$ cat src/rtl/ptr_lookup_pkg.sv
package ptr_lookup_pkg;
  localparam int unsigned DW      = 8;
  localparam int unsigned RA_W    = 8;
  localparam int unsigned NWREG   = 4;
  localparam logic [RA_W-1:0] WREG_BASE = 8'h82;
  localparam logic [RA_W-1:0] IND_ADDR  = 8'hE7;
  localparam int unsigned IDX_R = 0;
  localparam int unsigned IDX_Z = 1;
  localparam int unsigned IDX_Y = 2;
  localparam int unsigned IDX_X = 3;

  typedef enum logic {LK_IDLE = 1'b0, LK_BUSY = 1'b1} lk_state_e;
endpackage

$ cat src/rtl/ptr_regfile.sv
module ptr_regfile
  import ptr_lookup_pkg::*;
#(
  parameter int unsigned W     = DW,
  parameter int unsigned AW    = RA_W,
  parameter int unsigned NREG  = NWREG
) (
  input  logic                   clk,
  input  logic                   wr_en,
  input  logic [AW-1:0]          wr_addr,
  input  logic [W-1:0]           wdata,
  input  logic                   z_inc,
  input  logic                   r_load,
  input  logic [W-1:0]           r_load_data,
  output logic [NREG-1:0][W-1:0] regs
);
  for (genvar g = 0; g < int'(NREG); g++) begin : g_reg
    localparam logic [AW-1:0] MY_ADDR = AW'(int'(WREG_BASE) + g);
    logic         hit;
    logic         en;
    logic [W-1:0] nxt;

    assign hit = wr_en && (wr_addr == MY_ADDR);

    if (g == int'(IDX_R)) begin : g_r
      always_comb begin
        en  = r_load | hit;
        nxt = r_load ? r_load_data : wdata;
      end
    end else if (g == int'(IDX_Z)) begin : g_z
      always_comb begin
        en  = hit | z_inc;
        nxt = hit ? wdata : regs[g] + W'(1);
      end
    end else begin : g_plain
      always_comb begin
        en  = hit;
        nxt = wdata;
      end
    end

    always_ff @(posedge clk) begin
      if (en) regs[g] <= nxt;
    end
  end
endmodule

$ cat src/rtl/lookup_seq.sv
module lookup_seq
  import ptr_lookup_pkg::*;
#(
  parameter int unsigned W = DW
) (
  input  logic           clk,
  input  logic           rst_n,
  input  logic           lookup_req,
  input  logic [2*W-1:0] pm_rdata,
  output logic           pm_rd,
  output logic           busy,
  output logic           acc_we,
  output logic [W-1:0]   acc_data,
  output logic           r_load,
  output logic [W-1:0]   r_load_data
);
  lk_state_e state_q, state_d;
  logic      acc_we_d;

  always_comb begin
    state_d  = state_q;
    pm_rd    = 1'b0;
    acc_we_d = 1'b0;
    case (state_q)
      LK_IDLE: if (lookup_req && rst_n) begin
        pm_rd   = 1'b1;
        state_d = LK_BUSY;
      end
      LK_BUSY: begin
        acc_we_d = 1'b1;
        state_d  = LK_IDLE;
      end
      default: state_d = LK_IDLE;
    endcase
  end

  always_ff @(posedge clk or negedge rst_n) begin
    if (!rst_n) begin
      state_q <= LK_IDLE;
      acc_we  <= 1'b0;
    end else begin
      state_q <= state_d;
      acc_we  <= acc_we_d;
    end
  end

  always_ff @(posedge clk) begin
    if (acc_we_d) acc_data <= pm_rdata[W-1:0];
  end

  assign busy        = (state_q == LK_BUSY);
  assign r_load      = acc_we_d;
  assign r_load_data = pm_rdata[2*W-1:W];
endmodule

$ cat src/rtl/sysreg_rdmux.sv
module sysreg_rdmux
  import ptr_lookup_pkg::*;
#(
  parameter int unsigned W    = DW,
  parameter int unsigned AW   = RA_W,
  parameter int unsigned NREG = NWREG
) (
  input  logic [AW-1:0]          rd_addr,
  input  logic [NREG-1:0][W-1:0] regs,
  input  logic [W-1:0]           dm_rdata,
  output logic [W-1:0]           rdata
);
  always_comb begin
    rdata = '0;
    if (rd_addr[AW-1]) begin
      rdata = '1;
      for (int i = 0; i < int'(NREG); i++) begin
        if (rd_addr == AW'(int'(WREG_BASE) + i)) rdata = regs[i];
      end
      if (rd_addr == IND_ADDR) rdata = dm_rdata;
    end
  end
endmodule

$ cat src/rtl/ptr_lookup_unit.sv
module ptr_lookup_unit
  import ptr_lookup_pkg::*;
#(
  parameter int unsigned W      = DW,
  parameter int unsigned AW     = RA_W,
  parameter int unsigned PM_AW  = 11,
  parameter int unsigned BANK_W = 4
) (
  input  logic              clk,
  input  logic              rst_n,
  input  logic              reg_wr_en,
  input  logic [AW-1:0]     reg_wr_addr,
  input  logic [W-1:0]      reg_wdata,
  input  logic [AW-1:0]     reg_rd_addr,
  output logic [W-1:0]      reg_rdata,
  input  logic              z_inc,
  input  logic              lookup_req,
  output logic              busy,
  output logic              pm_rd,
  output logic [PM_AW-1:0]  pm_addr,
  input  logic [2*W-1:0]    pm_rdata,
  output logic              acc_we,
  output logic [W-1:0]      acc_data,
  output logic [BANK_W-1:0] dm_bank,
  output logic [W-1:0]      dm_addr,
  output logic              dm_we,
  output logic [W-1:0]      dm_wdata,
  input  logic [W-1:0]      dm_rdata
);
  localparam int unsigned YB = PM_AW - W;

  logic                    rst_meta, rst_q;
  logic [NWREG-1:0][W-1:0] wregs;
  logic                    r_load;
  logic [W-1:0]            r_load_data;

  always_ff @(posedge clk or negedge rst_n) begin
    if (!rst_n) begin
      rst_meta <= 1'b0;
      rst_q    <= 1'b0;
    end else begin
      rst_meta <= 1'b1;
      rst_q    <= rst_meta;
    end
  end

  lookup_seq #(.W(W)) u_seq (
    .clk         (clk),
    .rst_n       (rst_q),
    .lookup_req  (lookup_req),
    .pm_rdata    (pm_rdata),
    .pm_rd       (pm_rd),
    .busy        (busy),
    .acc_we      (acc_we),
    .acc_data    (acc_data),
    .r_load      (r_load),
    .r_load_data (r_load_data)
  );

  ptr_regfile #(.W(W), .AW(AW), .NREG(NWREG)) u_regs (
    .clk         (clk),
    .wr_en       (reg_wr_en),
    .wr_addr     (reg_wr_addr),
    .wdata       (reg_wdata),
    .z_inc       (z_inc),
    .r_load      (r_load),
    .r_load_data (r_load_data),
    .regs        (wregs)
  );

  sysreg_rdmux #(.W(W), .AW(AW), .NREG(NWREG)) u_rdmux (
    .rd_addr  (reg_rd_addr),
    .regs     (wregs),
    .dm_rdata (dm_rdata),
    .rdata    (reg_rdata)
  );

  assign pm_addr  = {wregs[IDX_Y][YB-1:0], wregs[IDX_Z]};
  assign dm_bank  = wregs[IDX_Y][BANK_W-1:0];
  assign dm_addr  = wregs[IDX_Z];
  assign dm_we    = reg_wr_en && (reg_wr_addr == IND_ADDR);
  assign dm_wdata = reg_wdata;
endmodule

$ cat config.mk
export PLATFORM = sky130hd
export DESIGN_NAME = ptr_lookup_unit
export DESIGN_NICKNAME = d
export VERILOG_FILES = /design/src/rtl/ptr_lookup_pkg.sv /design/src/rtl/ptr_regfile.sv /design/src/rtl/lookup_seq.sv /design/src/rtl/sysreg_rdmux.sv /design/src/rtl/ptr_lookup_unit.sv
export SDC_FILE = /design/constraint.sdc
export NUM_CORES = 1
export LEC_CHECK = 0
export BUFFER_PORTS_ARGS = -buffer_cell sky130_fd_sc_hd__clkbuf_2
export CORE_MARGIN = 4
export CORE_UTILIZATION = 50
export DETAILED_ROUTE_END_ITERATION = 10
export PLACE_DENSITY_LB_ADDON = 0.3
export SLEW_MARGIN = 10
export SYNTH_ARGS = -nofsm -noshare
export SYNTH_HDL_FRONTEND = slang
export SYNTH_SLANG_ARGS = --single-unit
$ cat constraint.sdc
create_clock -name clk -period 2 [get_ports clk]
set_clock_uncertainty 0.1 [all_clocks]
set_input_delay 0.1 -clock clk [delete_from_list [all_inputs] [get_ports clk]]
set_output_delay 0.1 -clock clk [all_outputs]
set_load 0.05 [all_outputs]
-- Yosys cells after proc, flatten, opt, wreduce, memory -nomap -nowiden
Index checks and enable logic that the tools add are counted.
- output and inout bits: 51
- bits of input ports: 53
- word-level logic and storage cells: 41
- register bits: 44
- bitwise gates (word level): 3
- equality and inequality tests: 10
- reduce and logical (&&, ||, !) cells: 6
- add/sub/neg operators: 1
- multiplexer cells: 12
- operators by type and width (kind ; number):
    8-bit equality test (second input constant) ; 10
    8-bit two-way mux ; 8
    8-bit by 1-bit adder with 8-bit output (second input constant) ; 1
    1-bit logical AND ; 6
    1-bit two-way mux ; 3
    1-bit bitwise OR ; 2
    1-bit one-hot mux with 2 select lines ; 1
    1-bit NOT ; 1

-- Longest topological paths before layout
- depth in word-level cells: 7
- depth in mapped cells: 6

-- By module
From an unflattened synthesis, not the netlist that was laid out.
- cells, all modules: 203
- area total of the unflattened synthesis: 2476.1 um^2
- by module, submodules not included (module ; area each (um^2) ; seq. area each (um^2) ; instances ; cells an instance):
    ptr_regfile ; 1358.8 ; 960.9 ; 1 ; 84
    sysreg_rdmux ; 525.5 ; 0.0 ; 1 ; 73
    lookup_seq ; 366.6 ; 290.3 ; 1 ; 20
    ptr_lookup_unit ; 225.2 ; 50.0 ; 1 ; 26

-- Worst setup path after synthesis
Ideal clock, no wire load.
- kind: register to register
- from: register u_seq.state_q, in the netlist u_seq.busy
- to: register u_seq.state_q, in the netlist u_seq.busy
- setup slack: 0.017 ns
- arrival: 1.680 ns
- stages on the path, launching flop included: 3
- setup time: 0.203 ns
- cell sequence: dfrtp_1 clkbuf_1 nor2_1
- cells in the longest elaborated chain, start to end: 2
- ends and longest elaborated chain (item ; line ; source):
    start, declared ; lookup_seq.sv:17 ; lk_state_e state_q, state_d;
    start signal, assigned ; lookup_seq.sv:42 ; state_q <= state_d;
    1-bit NOT ; - ;
    1-bit one-hot mux with 2 select lines * ; lookup_seq.sv:24 ; case (state_q)
Every way passes the cells marked *; elsewhere a longest branch is shown, timed or not.
A chain may end at the register's enable or synchronous reset.

-- Final worst setup path
- from: register u_regs.regs[13] in the netlist's numbering
- to: output port reg_rdata[5]
- cells in the longest elaborated chain, start to end: 5
- ends and longest elaborated chain (item ; line ; source):
    start, declared ; ptr_regfile.sv:15 ; output logic [NREG-1:0][W-1:0] regs
    start signal, assigned by index ; ptr_regfile.sv:43 ; if (en) regs[g] <= nxt;
    8-bit two-way mux (3 in series) ; sysreg_rdmux.sv:18 ; if (rd_addr == AW'(int'(WREG_BASE) + i)) rdata = regs[i];
    8-bit two-way mux ; sysreg_rdmux.sv:20 ; if (rd_addr == IND_ADDR) rdata = dm_rdata;
    8-bit two-way mux ; sysreg_rdmux.sv:15 ; if (rd_addr[AW-1]) begin
    end, declared ; ptr_lookup_unit.sv:15 ; output logic [W-1:0] reg_rdata,
Every way passes these cells.

==> impl_metrics.csv <==
group,metric,value,unit
status,status,"completed",
detailed_routing,drt_iter0_drc,166,
power_and_ir_drop,power.total,0.00215,W
global_route,grt_first_pass_wirelength,8.92,mm
power_and_ir_drop,leakagePower,1.28,nW
detailed_routing,drcViolationCount,0,
cells_and_area,layout.nets,362,
die,die_x,76.7,microns
sta,tightest_slew,0.516,ns
setup_path,reg2reg_to,"u_regs.regs[14]$_DFFE_PP_",
setup_path,cp_slowest_cell,"edfxtp_1",
cells_and_area,diodes,0,
yosys,syn_inst,204,
clocking,clock-sinks,44,
place,port_buffers,103,
cells_and_area,fin_cells,361,
yosys,yosysWarningCount,0,
min_path,hp-class,"in2reg",
yosys,synth_cell_types,35,
yosys,avgSynthCellArea,11.6,sq um
setup_path,end_kind,"output port",
yosys,synth.largest_area_cell,"edfxtp_1",
cells_and_area,layout_commonest_cell,"clkbuf_2",
sta,drv_slew,0,
detailed_routing,num_vias,1888,
yosys,syn_area,2360,sq um
yosys,ys_seq_area_frac,0.551,
die,die_area,5880,sq um
yosys,synthArstFlopShare,0.0909,
place,routabilityCongestion,0.769,
sta,hold_viol,0,
clocking,htree_num_levels,2,
min_path,hold_end,"u_regs.regs[5]$_DFFE_PP_",
yosys,synth_fp_nets,258,
yosys,synth_edf_count,40,
die,die_y,76.7,microns
sta,timing.final.crit_share,0.900,
sta,timing.slew.headroom,0.653,
cells_and_area,syn_to_final_growth,29.5,%
clocking,clk_path_buf_depth,2,
sta,tns,0,ns
sta,setup_viol,0,
setup_path,cpPeakStageDelay,0.50,ns
setup_path,worstSetupStartpointType,"flip-flop",
setup_path,rr_startpoint,"u_regs.regs[8]$_DFFE_PP_",
place,dp_hpwl,4.10,mm
cells_and_area,fin_area,3060,sq um
cells_and_area,final_cell_mix,"clkbuf_2, edfxtp_1, dlygate4sd3_1, mux2_2, nor2_1",
global_route,grtUsageTotal,0.191,
yosys,yosys-top-cells-area,"edfxtp_1, buf_4, mux2_2, dfrtp_1, a21oi_1",
power_and_ir_drop,p_per_area,704,nW/um^2
clocking,clkTransAtPathRegs,0.08,ns
flow_run,max_cap_violations,0,
setup_path,r2r_cells,5,
die,start_util,0.527,
die,num_rows,24,
setup_path,crit_fanout,6,
place,dpl.cell_count,331,
detailed_routing,drt-total-wl,5.57,mm
die,core_area,4470,sq um
setup_path,path_class,"reg2out",
clocking,clkLatencyLatePin,0.29,ns
setup_path,arrival,1.60,ns
min_path,hp-start,"pm_rdata[13]",
yosys,synth-seq-cells,44,
clocking,numCtsBuffers,5,
clocking,tritoncts,"done",
detailed_routing,antenna_left,0,
global_route,grt_overflow,0,
clocking,cts-root-buf,"clkbuf_8",
setup_path,r2r_setup_slack,0.37,ns
detailed_routing,viasPerCell,5.23,
detailed_routing,wire_per_inst,15.4,microns
place,place_area,2740,sq um
setup_path,crit_path_cell_trace,"mux2_2, o22ai_1, a31oi_1, clkbuf_2",
power_and_ir_drop,ir_worst_vdd,547,uV
cells_and_area,drive_gt1_frac,0.456,
yosys,synth_top_area_share,0.509,
sta,max_freq,556,MHz
yosys,ys.flop_type,"edfxtp_1",
global_route,grt_pass1_vias,1896,
sta,rsz0062_at_grt,"false",
min_path,whs_path_depth,2,
setup_path,critPathRequiredTime,1.80,ns
global_route,antenna_found_initial,0,
die,ioPinCount,104,
global_route,grt_max_degree,19,
sta,layout_min_cycle_time,1.80,ns
detailed_routing,dr.pass1.iters,4,
clocking,ctsResizeCount,0,
-- area by class of cell --
class	count	area, sq um
Multi-Input combinational cell	118	774
Clock buffer	5	68.8
Fill cell	334	1420
Timing Repair Buffer	134	803
Tap cell	52	65.1
Sequential cell	44	1300
Clock inverter	3	25.0
Inverter	5	18.8
-- how the worst max path moves through the flow --
stage	startpoint	end	slack, ns	depth (start not counted)
after CTS	u_regs.regs[13]$_DFFE_PP_	reg_rdata[5]	0.20	4
after global placement	reg_rd_addr[4]	reg_rdata[7]	0.26	6
after global routing	u_regs.regs[13]$_DFFE_PP_	reg_rdata[5]	0.09	4
after detailed placement	reg_rd_addr[4]	reg_rdata[2]	0.24	6
final	u_regs.regs[13]$_DFFE_PP_	reg_rdata[5]	0.20	4
after floorplan	u_seq.busy$_DFF_PN0_	u_seq.busy$_DFF_PN0_	0.02	2
-- synthesized netlist by cell type, types with 3 or more instances --
cell / n
o22ai_1: 3
xnor2_1: 4
o211ai_1: 5
nor3_1: 4
nor2_1: 14
o31ai_1: 3
edfxtp_1: 40
inv_1: 5
nand3_1: 9
buf_4: 33
nor2b_1: 4
dfrtp_1: 4
a21oi_1: 12
nand2_1: 13
a31oi_1: 3
o21ai_0: 5
mux2_2: 17
o21ai_1: 5
-- cell families (layout without fill, tap and decap cells) --
family,count (synthesis),after routing,synth area share
simple gates,56,56,0.124
flops,44,44,0.551
buf+inv,42,147,0.123
compound gates,37,37,0.0912
mux,17,17,0.0811
xor+xnor,6,6,0.0223
fa+ha+maj,1,1,0.00530
other cells,1,1,0.00159
-- flip-flops by register name, summed over array words and instances, names as in the netlist --
register,count
rst_meta,1
rst_q,1
u_regs.regs,32
u_seq.acc_data,8
u_seq.acc_we,1
u_seq.busy,1
-- critical path, delay by kind of cell (launching register included) --
kind                   cells  cell delay, ns
multiplexers               1            0.32
AO/OA/AOI/OAI              2            0.23
flip-flops                 1            0.50
buffers and inverters      1            0.26
-- stage by stage --
| step | worst slack (ns) | utilization | hold WS (ns) |
|---|---|---|---|
| finish | 0.200 | 0.683 | 0.0103 |
| global route | 0.0859 | 0.683 | 0.00473 |
| CTS | 0.200 | 0.683 | 0.00407 |
| detailed placement | 0.243 | 0.613 | -0.212 |
| global placement | 0.264 | 0.613 | -0.213 |
| floorplan | 0.0169 | - | -0.296 |
-- timing repair --
item,4_1_cts,5_1_grt
endpoints found under the hold margin,31,0
setup buffers,0,0
hold buffers,22,0
-- where the power goes --
group	leakage (nW)	switching [W]	internal, W	total [W]
clock	0.0452	0.000313	0.000254	0.000567
sequential	0.421	0.0000326	0.00105	0.00108
combinational	0.816	0.000334	0.000171	0.000505
total	1.28	0.000679	0.00147	0.00215
-- layer usage --
metal  vias up  GRT usage  part of all wire
li1        922          -                 -
met1       862      0.224              0.39
met2        98      0.332              0.50
met3         6     0.0574             0.096
met4         0     0.0688             0.013
met5         -          0                 0
Power figures use the tool's default switching activity.
